## config.mk

```make
export PLATFORM = sky130hd
export DESIGN_NAME = clkpm_ctrl
export DESIGN_NICKNAME = d
export VERILOG_FILES = /design/src/rtl/clkpm_pkg.sv /design/src/rtl/clkpm_next.sv /design/src/rtl/clkpm_decode.sv /design/src/rtl/clkpm_ctrl.sv
export SDC_FILE = /design/constraint.sdc
export NUM_CORES = 1
export LEC_CHECK = 0
export BUFFER_PORTS_ARGS = -buffer_cell sky130_fd_sc_hd__buf_2
export CAP_MARGIN = 20
export CORE_AREA = 2 2 39 41
export DETAILED_ROUTE_END_ITERATION = 10
export DIE_AREA = 0 0 41 43
export GPL_TIMING_DRIVEN = 0
export PLACE_DENSITY_LB_ADDON = 0.3
export SETUP_SLACK_MARGIN = 0.15
export SYNTH_ARGS = -nofsm -noshare
export SYNTH_HDL_FRONTEND = slang
export SYNTH_HIERARCHICAL = 1
export SYNTH_SLANG_ARGS = --single-unit
```

## constraint.sdc

```tcl
create_clock -name clk -period 2.7 [get_ports clk]
set_input_delay 0.135 -clock clk [delete_from_list [all_inputs] [get_ports clk]]
set_output_delay 0.135 -clock clk [all_outputs]
set_load 0.05 [all_outputs]
```

## src/rtl/clkpm_pkg.sv

```systemverilog
package clkpm_pkg;

  typedef enum logic [2:0] {
    M_RUN   = 3'd0,
    M_WAIT  = 3'd1,
    M_FSTOP = 3'd2,
    M_FWAKE = 3'd3,
    M_PSTOP = 3'd4,
    M_SELF  = 3'd5
  } pm_mode_t;

  typedef struct packed {
    logic osc;
    logic pll;
    logic sys;
    logic core;
    logic wdog;
    logic ptim;
    logic self_act;
    logic qchk;
  } pm_out_t;

  // A rate field enables its timer when any bit is set.
  function automatic logic rate_active(input logic [15:0] rate);
    return rate != 16'd0;
  endfunction

endpackage

```

## src/rtl/clkpm_next.sv

```systemverilog
module clkpm_next
  import clkpm_pkg::*;
(
  input  pm_mode_t mode,
  input  logic     wait_req,
  input  logic     stop_req,
  input  logic     wake_evt,
  input  logic     osc_stable,
  input  logic     pstop_sel,
  input  logic     self_go,
  input  logic     qual_ok,
  output pm_mode_t nxt
);

  always_comb begin
    nxt = mode;
    unique case (mode)
      M_RUN: begin
        if (self_go)       nxt = M_SELF;
        else if (stop_req) nxt = pstop_sel ? M_PSTOP : M_FSTOP;
        else if (wait_req) nxt = M_WAIT;
      end
      M_WAIT:  if (wake_evt)   nxt = M_RUN;
      M_FSTOP: if (wake_evt)   nxt = M_FWAKE;
      M_FWAKE: if (osc_stable) nxt = M_RUN;
      M_PSTOP: if (wake_evt)   nxt = M_RUN;
      M_SELF:  if (qual_ok)    nxt = M_RUN;
      default: nxt = M_RUN;
    endcase
  end

endmodule

```

## src/rtl/clkpm_decode.sv

```systemverilog
module clkpm_decode
  import clkpm_pkg::*;
(
  input  pm_mode_t mode,
  input  logic     pll_wait_off,
  input  logic     wdog_on,
  input  logic     ptim_on,
  input  logic     wdog_stop_en,
  input  logic     ptim_stop_en,
  output pm_out_t  o
);

  always_comb begin
    o = '0;
    unique case (mode)
      M_RUN: begin
        o.osc = 1'b1; o.pll = 1'b1; o.sys = 1'b1; o.core = 1'b1;
        o.wdog = wdog_on; o.ptim = ptim_on;
      end
      M_WAIT: begin
        o.osc = 1'b1; o.pll = ~pll_wait_off; o.sys = 1'b1;
        o.wdog = wdog_on; o.ptim = ptim_on;
      end
      M_FSTOP: o = '0;
      M_FWAKE: o.osc = 1'b1;
      M_PSTOP: begin
        o.osc  = 1'b1;
        o.wdog = wdog_on & wdog_stop_en;
        o.ptim = ptim_on & ptim_stop_en;
      end
      M_SELF: begin
        o.osc = 1'b1; o.sys = 1'b1; o.core = 1'b1;
        o.wdog = wdog_on; o.ptim = ptim_on;
        o.self_act = 1'b1; o.qchk = 1'b1;
      end
      default: o = '0;
    endcase
  end

endmodule

```

## src/rtl/clkpm_ctrl.sv

```systemverilog
module clkpm_ctrl
  import clkpm_pkg::*;
#(
  parameter int WDOG_RW = 3,
  parameter int PTIM_RW = 4
) (
  input  logic               clk,
  input  logic               rst_n,
  input  logic               wait_req,
  input  logic               stop_req,
  input  logic               wake_evt,
  input  logic               osc_stable,
  input  logic               pll_wait_off,
  input  logic               pstop_sel,
  input  logic               cmon_en,
  input  logic               self_en,
  input  logic               clk_lost,
  input  logic               qual_ok,
  input  logic [WDOG_RW-1:0] wdog_rate,
  input  logic [PTIM_RW-1:0] ptim_rate,
  input  logic               wdog_stop_en,
  input  logic               ptim_stop_en,
  output logic               osc_en,
  output logic               pll_en,
  output logic               sys_clk_en,
  output logic               core_clk_en,
  output logic               wdog_run,
  output logic               ptim_run,
  output logic               self_clk_active,
  output logic               qual_chk_en,
  output logic               loc_rst_req
);

  localparam int WPAD = 16 - WDOG_RW;
  localparam int PPAD = 16 - PTIM_RW;

  pm_mode_t mode, nxt;
  pm_out_t  dec;
  logic     loss_seen;     // monitor saw a lost clock this cycle
  logic     loss_seen_q;
  logic     loss_first;    // first cycle of a loss episode
  logic     self_go;       // named event: Self Clock entry condition
  logic     wdog_on, ptim_on;

  assign loss_seen  = cmon_en & clk_lost;
  assign loss_first = loss_seen & ~loss_seen_q;
  assign self_go    = loss_seen & self_en;
  assign wdog_on    = rate_active({{WPAD{1'b0}}, wdog_rate});
  assign ptim_on    = rate_active({{PPAD{1'b0}}, ptim_rate});

  clkpm_next u_next (
    .mode       (mode),
    .wait_req   (wait_req),
    .stop_req   (stop_req),
    .wake_evt   (wake_evt),
    .osc_stable (osc_stable),
    .pstop_sel  (pstop_sel),
    .self_go    (self_go),
    .qual_ok    (qual_ok),
    .nxt        (nxt)
  );

  clkpm_decode u_dec (
    .mode         (mode),
    .pll_wait_off (pll_wait_off),
    .wdog_on      (wdog_on),
    .ptim_on      (ptim_on),
    .wdog_stop_en (wdog_stop_en),
    .ptim_stop_en (ptim_stop_en),
    .o            (dec)
  );

  always_ff @(posedge clk or negedge rst_n) begin
    if (!rst_n) begin
      mode        <= M_RUN;
      loss_seen_q <= 1'b0;
      loc_rst_req <= 1'b0;
    end else begin
      mode        <= nxt;
      loss_seen_q <= loss_seen;
      loc_rst_req <= loss_first & ~self_en & (mode != M_SELF);
    end
  end

  assign osc_en          = dec.osc;
  assign pll_en          = dec.pll;
  assign sys_clk_en      = dec.sys;
  assign core_clk_en     = dec.core;
  assign wdog_run        = dec.wdog;
  assign ptim_run        = dec.ptim;
  assign self_clk_active = dec.self_act;
  assign qual_chk_en     = dec.qchk;

endmodule

```

; Word-level counts from Yosys, hierarchy flattened
; Cells that the tools add are included.
[totals]
reg_bits = 5
inputBits = 21
out_inout_bits = 9
wordCells = 47
[op_classes]
eq_ne = 11
muxes = 15
n_bitwise = 10
reduce_logical = 8
[op_table]
columns = operator, count
row1 = $mux W3, 8
row2 = $pmux W3 S5, 1
row3 = $and A1 B1 Y1, 7
row4 = $eq A3 B2 Y1 const B, 2
row5 = $eq A3 B3 Y1 const B, 2
row6 = $ne A2 B2 Y1 const B, 3
row7 = $reduce_and A5 Y1, 1
row8 = $reduce_or A5 Y1, 1
row9 = $ne A4 B4 Y1 const B, 1
row10 = $pmux W2 S2, 1
row11 = $reduce_bool A4 Y1, 1
row12 = $reduce_or A2 Y1, 2
row13 = $eq A3 B1 Y1 const B, 1
row14 = $logic_not A3 Y1, 1
row15 = $mux W1, 3
row16 = $ne A3 B3 Y1 const B, 1
row17 = $not A1 Y1, 3
row18 = $reduce_bool A3 Y1, 1
row19 = $reduce_or A3 Y1, 1
row20 = $mux W2, 1
row21 = $ne A2 B1 Y1 const B, 1
row22 = $pmux W1 S2, 1

; Logic depth before layout (Yosys ltp)
; Gate-level depths: netlist of the first run.
[logic_depth]
word_depth = 4
mapped_depth = 4
depth_no_buf = 4

; Cells and area by module
; Netlist of the first run, hierarchy kept.
[modules_own_cells]
columns = mod, n_inst, cells_per_inst, area_each_um2
row1 = clkpm_ctrl, 1, 12, 168.9
row2 = clkpm_next, 1, 14, 96.3
row3 = clkpm_decode, 1, 13, 81.3

; Worst setup path after synthesis of the first run
; No wires, ideal clock.
[synth_timing]
path_type = register to output
startpoint = register mode[2]
endpoint = output port ptim_run
arrival_time_ns = 1.797
required_time_ns = 2.565
setup_slack_ns = 0.768
stages_incl_launch_ff = 3
n_path_buf = 0
cell_sequence = dfrtp_1 -> nor3b_1 -> nor3b_1
[synth_via]
elab_chain_len = 3
[synth_rtl]
columns = item, line_no
row1 = "start, declared", clkpm_ctrl.sv:37  ; pm_mode_t mode, nxt;
row2 = "start signal, assigned", clkpm_ctrl.sv:79  ; mode <= nxt;
row3 = "$eq A3 B1 Y1, or another cell as far along", clkpm_decode.sv:15  ; unique case (mode)
row4 = $reduce_or A3 Y1 (no line), n/a
row5 = $pmux W2 S2 *, clkpm_decode.sv:15
row6 = "end, declared", clkpm_ctrl.sv:28  ; output logic ptim_run,
; Every way passes the cells marked *; elsewhere a longest branch is shown, timed or not.

; Worst setup path in the final report of the first run
[layout_timing]
startpoint = register mode[2]
endpoint = output port self_clk_active
[layout_via]
elab_chain_len = 2
[layout_rtl]
columns = item, line_no
row1 = $eq A3 B3 Y1, clkpm_decode.sv:15
row2 = $mux W2, clkpm_decode.sv:15
row3 = "end, declared", clkpm_ctrl.sv:29  ; output logic self_clk_active,
; No other way between the ends.

==> run metrics, run 1 <==
outcome=completed; Fill cells=161; crit path launch type=register; ANT nets after route=0; Diodes inserted=0; max-cap viol count=0; drc violations=0; Initial Util=0.2505; synthesized instance count=39; vias in the first global route=353; met2 WL post-DR=446 um; sequential element share of the synthesized area=0.3610; placed instance count=84; Worst-Margin Slew=0.4164 ns; vias per inst=4.685; CTS Sinks=5; Leak=0.2792 nW; RSZ-0062 raised after global routing=no; number of DRC markers in iteration 0=3; CTS Root Cell=clkbuf_4; worst skew pair latency=0.24 ns; layout cell share with drive strength beyond 1=0.4658; synth unique cells=25; Clock transition at path regs=0.04 ns; vias=417; Post-Layout Cell Count=89; GPL Wtd Cong=0.7771; setup TNS=0 ns; max_slew headroom=0.7224; Overall Global Routing Usage=0.1338; initial antenna violation count=0; final wirelength=928 um; Core Rows=14; drt pass-1 iters=4; CTS H-tree lvls=1; grt ovf=0; chip height=43 um; fin crit share=0.5893; largest net degree at the start of global routing=15; top achievable clock speed=628.5 MHz; Worst EP arrival=1.46 ns; Synth Register Bits=5; synthesized area=346.6 sq um; min Tclk post-route=1.591 ns; Core ar.=1384 sq um; Port Buffers=29; synthesized area per cell=8.887 sq um; # setup viols final=0; Max VDD drop=0.7022 mV; Ys Warns=6; Total Power=0.6905 mW; IO Count=30; final hold vios=0; Area growth, synth to finish=58.12%; met3 wire length=81 um; Worst EP required=2.57 ns; Max Used Layer=met3; Clock Path Buffers=2; clk_skew=0.003394 ns; CTS buffer count=3; commonest cells after routing, fill and taps aside=buf_2 (29), dfrtp_1 (5), nor2_1 (4), nor3b_1 (4), clkbuf_4 (3); first-pass GRT wire length=1.531 mm; Synth Net Count=60; CTS tree=yes; Setup crit end kind=output pin; Max Slew Vio Count=0; Hold/Removal Path Class=input port to register; routed length on met1=399 um; Chip Width=41 um; post-CTS setup buffers=0; WL per Instance=10.43 um; die area=1763 sq um; commonest non-fill, non-tap cell in the layout=buf_2; Setup CP Type=register to output pin; nets=95; PwrDens=1260 nW/um^2; Crit Path Max Fanout=14; DPL Wire Length=719 um
synthesized netlist by cell type:
cell | instances | area share
dfrtp_1 | 5 | 0.36
nor2_1 | 4 | 0.043
nor3b_1 | 4 | 0.087
a211oi_1 | 2 | 0.043
a21oi_1 | 2 | 0.029
nand2_1 | 2 | 0.022
o21ai_0 | 2 | 0.029
a211o_1 | 1 | 0.025
a21boi_0 | 1 | 0.022
a21oi_2 | 1 | 0.025
a311o_1 | 1 | 0.029
and2_1 | 1 | 0.018
and3_1 | 1 | 0.018
buf_4 | 1 | 0.022
inv_1 | 1 | 0.011
mux2i_1 | 1 | 0.029
nand3b_1 | 1 | 0.022
nor2b_1 | 1 | 0.018
nor3_1 | 1 | 0.014
nor4b_1 | 1 | 0.025
o211a_1 | 1 | 0.029
o211ai_1 | 1 | 0.022
or2_1 | 1 | 0.018
or3_1 | 1 | 0.018
or4_1 | 1 | 0.022
metal layers:
layer | GRT usage | vias up
li1 | - | 218
met1 | 0.1683 | 183
met2 | 0.1750 | 16
met3 | 0.08377 | 0
met4 | 0.06000 | 0
met5 | 0 | -
cells by family (layout without fill, tap and decap cells):
kind of cell,after synthesis,count (layout),synth area share
and+or+nand+nor,19,19,0.3250
buffers and inverters,2,36,0.03249
AOI/OAI and AO/OA,12,12,0.2527
muxes,1,1,0.02888
DFF,5,5,0.3610
final cells by class:
type,instances,area [sq um],share of cell area
Inverter,1,3.754,0.006849
Timing Repair Buffer,30,155.1,0.2831
Buffer,1,7.507,0.01370
Multi-Input combinational cell,32,210.2,0.3836
Tap cell,16,20.02,0.03653
Sequential cell,5,125.1,0.2283
Clock buffer,4,26.28,0.04795
path summary, 6_finish.rpt:
kind	from	endpoint	slack, ns	depth (start not counted)
hold / removal	clk_lost	loss_seen_q$_DFF_PN0_	0.16	2
setup reg to reg	mode[1]$_DFF_PN0_	mode[0]$_DFF_PN0_	1.48	3
setup / recovery	mode[2]$_DFF_PN0_	self_clk_active	1.11	4
min in group asynchronous	rst_n	loss_seen_q$_DFF_PN0_	0.24	2
hold reg to reg	loss_seen_q$_DFF_PN0_	loc_rst_req$_DFF_PN0_	0.52	2
max in group asynchronous	rst_n	mode[2]$_DFF_PN0_	2.33	2
state kept, by name, summed over array words and instances, names as in the netlist:
register and cells:
loc_rst_req 1, loss_seen_q 1, mode 3
where the power goes:
part | switching, mW | leakage [nW] | internal (mW) | total, mW
clock network | 0.0292 | 0.0150 | 0.0558 | 0.0850
logic | 0.308 | 0.199 | 0.128 | 0.436
registers | 0.0728 | 0.0649 | 0.0967 | 0.169
critical path, cell delays in order (launching register included):
cell and delay, ns:
dfrtp_1 0.57, nand2_1 0.14, nor2_1 0.14, buf_4 0.12
buf_2 0.24
stage by stage:
step	util	hold slack, ns	setup WS, ns	area (sq um)
after floorplan	-	-0.1606	0.7681	346.6
after global placement	0.3698	-0.05040	1.370	511.7
after detailed placement	0.3698	-0.04444	1.351	511.7
after CTS	0.3960	0.1520	1.083	548.0
after global routing	0.3960	0.1653	0.9170	548.0
final	0.3960	0.1611	1.109	548.0
timing repair:
item                                    CTS  global route
gates resized for setup                   0             0
endpoints found under the setup margin    0             0
hold buffers                              1             0
endpoints found under the hold margin     5             0
Note: power is estimated with default switching activity, not from simulation.
==> inputs of run 2 (changes only) <==
ABC_AREA = 1   (was not set)
CORE_AREA = not set   (was 2 2 39 41)
CORE_MARGIN = 2   (was not set)
CORE_UTILIZATION = 35   (was not set)
DIE_AREA = not set   (was 0 0 41 43)
clock period = 1.3 ns   (was 2.7 ns; I/O delays follow)
==> run metrics, run 2 <==
Area growth, synth to finish=78.36%; drt pass-1 iters=4 (unchanged); Synth Net Count=104 (+73%); Overall Global Routing Usage=0.1539 (+0.02013); IO Count=30 (unchanged); GPL Wtd Cong=0.7297 (-6.1%); drc violations=0 (unchanged); worst-case reg-to-reg path depth=5 (+2); Max Slew Vio Count=0 (unchanged); initial antenna violation count=0 (unchanged); reg2reg start=mode[2]$_DFF_PN0_; CTS buffer count=3 (unchanged); WL per Instance=8.290 um (-20%); Total Power=1.966 mW (+180%); Fill cells=112 (-30%); Hold Slack=0.05809 ns (-0.1030 ns); sequential element share of the synthesized area=0.2740 (-0.08704); Clock Path Buffers=2 (unchanged); commonest cells after routing, fill and taps aside=buf_2 (21), nand2_1 (19), inv_1 (15), nor2_1 (12), buf_6 (8); vias=624 (+50%); Port Buffers=29 (unchanged); nets=145 (+53%); ANT nets after route=0 (unchanged); Hold Path End=loss_seen_q$_DFF_PN0_; Post-synth top cells=nand2_1 (20), inv_1 (19), nor2_1 (16); DPL Wire Length=808.6 um (+12%); Crit Path Max Fanout=5 (-9); grt ovf=0 (unchanged); main flop type after synthesis=dfrtp_1; crit path launch type=register; min Tclk post-route=1.220 ns; PwrDens=2414 nW/um^2 (+92%); outcome=completed; asr flop ratio synth=1.000 (unchanged); first-pass GRT wire length=1.697 mm (+11%); final instance area=814.5 sq um (+49%); Setup crit end kind=output pin; top cells by area, synth=dfrtp_1 (27%), nand2_1 (16%), inv_1 (16%), nor2_1 (13%), nand3_1 (5.5%); synthesized area per cell=5.502 sq um (-38%); Register Area=128.9 sq um (+3.0%); Leak=0.4806 nW (+72%); Hold/Removal Path Class=input port to register; Chip Width=40.12 um (-2.1%); post-synth top area share=0.2740 (-0.08704); Core Rows=13 (-1); Synth Register Bits=5 (unchanged); Max VDD drop=1.058 mV (+51%); final hold vios=0 (unchanged); largest reg by FF count=mode; Synth area leader=dfrtp_1; number of DRC markers in iteration 0=9 (+6); top achievable clock speed=819.9 MHz; flop-to-flop setup slack=0.21 ns (-1.27 ns); synth unique cells=15 (-40%); vias in the first global route=477 (+35%); # setup viols final=0 (unchanged); chip height=40.12 um (-6.7%); Worst EP required=1.24 ns (-1.33 ns); most numerous cell in the Yosys netlist=nand2_1; largest net degree at the start of global routing=8 (-7); synthesized instance count=83 (+110%); clk_skew=0.0008939 ns (-0.002500 ns); vias per inst=4.522 (-3.5%); Diodes inserted=0 (unchanged); Clock transition at path regs=0.04 ns (about the same); Post-DP Area=631.9 sq um (+23%); Worst EP arrival=1.15 ns (-0.31 ns); layout cell share with drive strength beyond 1=0.5041 (+0.03831); Initial Util=0.3646 (+0.1142); Ys Warns=6 (unchanged); placed instance count=127 (+51%); WHS Path Cells=3 (+1); Setup CP Type=register to output pin; Worst-Margin Slew=0.2456 ns (-0.1708 ns); area occupied by multi-input gates=279.0 sq um (+33%); max reg flops=3 (unchanged); Hold Path Origin=clk_lost; Critical R2R Capture=mode[0]$_DFF_PN0_; CTS Sinks=5 (unchanged); Post-Layout Cell Count=138 (+55%); die area=1610 sq um (-8.7%); Post-synth EDFFs=0 (unchanged); setup TNS=0 ns (unchanged); CTS H-tree lvls=1 (unchanged); max-cap viol count=0 (unchanged); RSZ-0062 raised after global routing=yes; worst skew pair latency=0.23 ns (about the same); max_slew headroom=0.8374 (+0.1150); largest registers=mode (3), loc_rst_req (1), loss_seen_q (1); CTS tree=yes; Core ar.=1252 sq um (-9.5%); CTS Root Cell=clkbuf_4; synthesized area=456.7 sq um (+32%); fin crit share=0.9383; final wirelength=1.144 mm (+23%); commonest non-fill, non-tap cell in the layout=buf_2
[run 2: cell types whose count changed after synthesis, sizes merged, moves of 2 or more]
| cell | previous run | this run |
|---|---|---|
| nand3 | 0 | 5 |
| nor3b | 4 | 0 |
| inv | 1 | 23 |
| a21oi | 3 | 0 |
| nor3 | 1 | 3 |
| o21ai | 2 | 5 |
| nor2 | 4 | 18 |
| nand2 | 2 | 21 |
| a211oi | 2 | 0 |
[run 2: routing by layer]
layer | vias to the layer above | global-route usage | wire length (um)
li1 | 322 | - | -
met1 | 282 | 0.1959 | 437
met2 | 18 | 0.2661 | 650
met3 | 2 | 0.01667 | 49
met4 | 0 | 0.05172 | 6
met5 | - | 0 | 0
[run 2: worst max path at each step]
stage                      startpoint         endpoint  slack [ns]  cells after the start
finish              mode[1]$_DFF_PN0_  self_clk_active        0.08                      5
global route        mode[1]$_DFF_PN0_  self_clk_active        0.03                      5
CTS                 mode[1]$_DFF_PN0_  self_clk_active        0.08                      5
detailed placement  mode[2]$_DFF_PN0_  self_clk_active        0.11                      4
global placement    mode[2]$_DFF_PN0_  self_clk_active        0.12                      4
floorplan           mode[2]$_DFF_PN0_  self_clk_active        0.07                      3
[run 2: per-stage QoR]
step	utilization	worst slack (ns)
after floorplan	-	0.07121
after global placement	0.5045	0.1155
after detailed placement	0.5045	0.1095
after CTS	0.5974	0.07511
after global routing	0.6504	0.02687
final	0.6504	0.08027
[run 2: repair_timing]
| action | in CTS | in global routing |
|---|---|---|
| endpoints found under the setup margin | 8 | 11 |
| pin swaps | 0 | 8 |
| buffers inserted | 4 | 2 |
| hold buffers | 1 | 0 |
| resized for setup | 19 | 17 |
| hold endpoints to repair | 5 | 0 |
[run 2: kinds of logic after synthesis]
| logic type | share of synthesized area |
|---|---|
| and+or+nand+nor | 0.4411 |
| buffers and inverters | 0.2055 |
| AOI/OAI and AO/OA | 0.07946 |
| DFF | 0.2740 |
[run 2: critical path, stage by stage (launching register included)]
cell and delay, ns:
dfrtp_2 0.44, inv_2 0.08, nand2_4 0.06, nor2_4 0.12
buf_6 0.10, buf_8 0.13
[run 2: layout make-up]
type / instances / area share
plain buffers: 1 / 0.01382
clock buffers: 4 / 0.03226
well taps: 15 / 0.02304
multi-input cells: 54 / 0.3426
inverters: 23 / 0.1091
repair buffers: 36 / 0.3210
flip-flops and latches: 5 / 0.1582
[run 2: report_power, final]
part / switching (mW) / total (mW) / internal [mW]
Clock: 0.0559 / 0.171 / 0.116
Sequential: 0.0797 / 0.287 / 0.208
Combinational: 0.924 / 1.51 / 0.584
==> inputs of run 3 (changes only) <==
BUFFER_PORTS_ARGS = -buffer_cell sky130_fd_sc_hd__buf_4   (was -buffer_cell sky130_fd_sc_hd__buf_2)
==> run metrics, run 3 (synthesis gave the netlist of run 2 again) <==
outcome=completed; Worst EP arrival=1.14 ns (about the same); nets=145 (unchanged); top achievable clock speed=828.4 MHz (+1.0%); CTS tree=yes; RSZ-0062 raised after global routing=yes; commonest non-fill, non-tap cell in the layout=buf_4; vias in the first global route=494 (+3.6%); CP Buf/Inv Count=3 (unchanged); crit path launch type=register; layout cell share with drive strength beyond 1=0.5041 (unchanged); Overall Global Routing Usage=0.1709 (+0.01697); largest net degree at the start of global routing=8 (unchanged); Final WS setup=0.09283 ns (+0.01256 ns); Worst-Margin Slew=0.1470 ns (-0.09855 ns); largest reg by FF count=mode; drc violations=0 (unchanged); Core ar.=1252 sq um (unchanged); CTS Sinks=5 (unchanged); Max VDD drop=1.068 mV (+0.94%); first-pass GRT wire length=1.876 mm (+11%); pre-CTS setup slack=0.1834 ns (+0.07386 ns); max-cap viol count=0 (unchanged); DPL Wire Length=862.2 um (+6.6%); CTS buffer count=3 (unchanged); clk_skew=0.00007026 ns (-0.0008237 ns); CP max stage delay=0.44 ns (about the same); Worst EP required=1.24 ns (about the same); Max Slew Vio Count=0 (unchanged); Chip Width=40.12 um (unchanged); commonest cells after routing, fill and taps aside=buf_4 (26), nand2_1 (19), inv_1 (15), nor2_1 (13), buf_6 (9); Leak=0.4972 nW (+3.5%); vias per inst=4.312 (-4.6%); worst skew pair latency=0.23 ns (about the same); CTS Root Cell=clkbuf_4; final hold vios=0 (unchanged); grt ovf=0 (unchanged); chip height=40.12 um (unchanged); vias=595 (-4.6%); GPL Wtd Cong=0.7279 (-0.25%); ANT nets after route=0 (unchanged); number of DRC markers in iteration 0=7 (-2); Setup CP Type=register to output pin; Initial Util=0.3646 (unchanged); crit-path cells=inv_2 > nand2_4 > nor2_4 > buf_6 > buf_8; Port Buffers=29 (unchanged); max_slew headroom=0.9009 (+0.06354); final wirelength=1.208 mm (+5.6%); drt pass-1 iters=4 (unchanged); IO Count=30 (unchanged); CTS H-tree lvls=1 (unchanged); setup TNS=0 ns (unchanged); Largest delay share family, worst path=flip-flops; Area growth, synth to finish=89.59%; largest registers=mode (3), loc_rst_req (1), loss_seen_q (1); Clock transition at path regs=0.04 ns (about the same); Setup crit end kind=output pin; WL per Instance=8.754 um (+5.6%); max reg flops=3 (unchanged); Core Rows=13 (unchanged); Diodes inserted=0 (unchanged); initial antenna violation count=0 (unchanged); die area=1610 sq um (unchanged); Hold/Removal Path Class=input port to register; fin crit share=0.9286 (-0.009663); PwrDens=2272 nW/um^2 (-5.9%); # setup viols final=0 (unchanged); Crit Path Max Fanout=5 (unchanged); min Tclk post-route=1.207 ns (-0.01256 ns); slowest CP cell=dfrtp_2; Clock Path Buffers=2 (unchanged)
==> run 3: cell types whose count changed in the layout (fill, tap and decap cells not counted) <==
cell and delta:
nor2_2 -1, nor2_1 +1, buf_8 -1, buf_2 -21, nor3_1 -1, nor3_2 +1
buf_6 +1, buf_4 +21
==> run 3: path summary, 6_finish.rpt <==
| check | startpoint | to | slack (ns) | cells past startpoint |
|---|---|---|---|---|
| min reg2reg | loss_seen_q$_DFF_PN0_ | loc_rst_req$_DFF_PN0_ | 0.47 | 3 |
| min in group asynchronous | rst_n | loss_seen_q$_DFF_PN0_ | 0.18 | 2 |
| max in group asynchronous | rst_n | mode[1]$_DFF_PN0_ | 1.01 | 2 |
| max reg2reg | mode[0]$_DFF_PN0_ | mode[1]$_DFF_PN0_ | 0.20 | 6 |
| min | clk_lost | loss_seen_q$_DFF_PN0_ | 0.06 | 3 |
| max | mode[1]$_DFF_PN0_ | self_clk_active | 0.09 | 5 |
==> run 3: power by group <==
group | switching [mW] | total [mW] | internal [mW]
logic | 0.923 | 1.51 | 0.590
clock network | 0.0537 | 0.169 | 0.115
registers | 0.0779 | 0.285 | 0.208
total | 1.05 | 1.97 | 0.913
==> run 3: layer usage <==
metal  track usage  share of wire
met4       0.02586         0.0058
met1        0.2047           0.40
met2        0.3145           0.56
met3       0.03333          0.040
met5             0              0
==> run 3: cell type report <==
class / instances / area, sq um
multi-input cells: 54 / 281.5
well taps: 15 / 18.77
clock buffers: 4 / 26.28
flip-flops and latches: 5 / 128.9
fillers: 117 / 386.6
inverters: 23 / 88.84
plain buffers: 1 / 11.26
repair buffers: 36 / 310.3
==> run 3: per-stage QoR <==
stage	power, mW	area, sq um	hold slack [ns]	utilization	instances
2_1_floorplan	1.122	467.9	-0.2306	-	83
3_3_place_gp	1.434	704.4	-0.1335	0.5624	127
3_5_place_dp	1.443	704.4	-0.1310	0.5624	127
4_1_cts	1.867	828.3	0.05950	0.6613	138
5_1_grt	2.098	865.8	0.07562	0.6913	138
6_report	1.968	865.8	0.06298	0.6913	138
==> run 3: what timing repair did <==
action                                  CTS  global route
endpoints found under the hold margin     5             0
setup buffers                             6             0
pin swaps                                 4             3
endpoints found under the setup margin    8            11
hold buffers                              1             0
resized for setup                        14            13
==> run 3: worst reg2reg max path: cells and delay by family, from the launching register on <==
kind / cells / cell delay, ns
flops: 1 / 0.44
simple gates: 4 / 0.36
buf+inv: 2 / 0.23
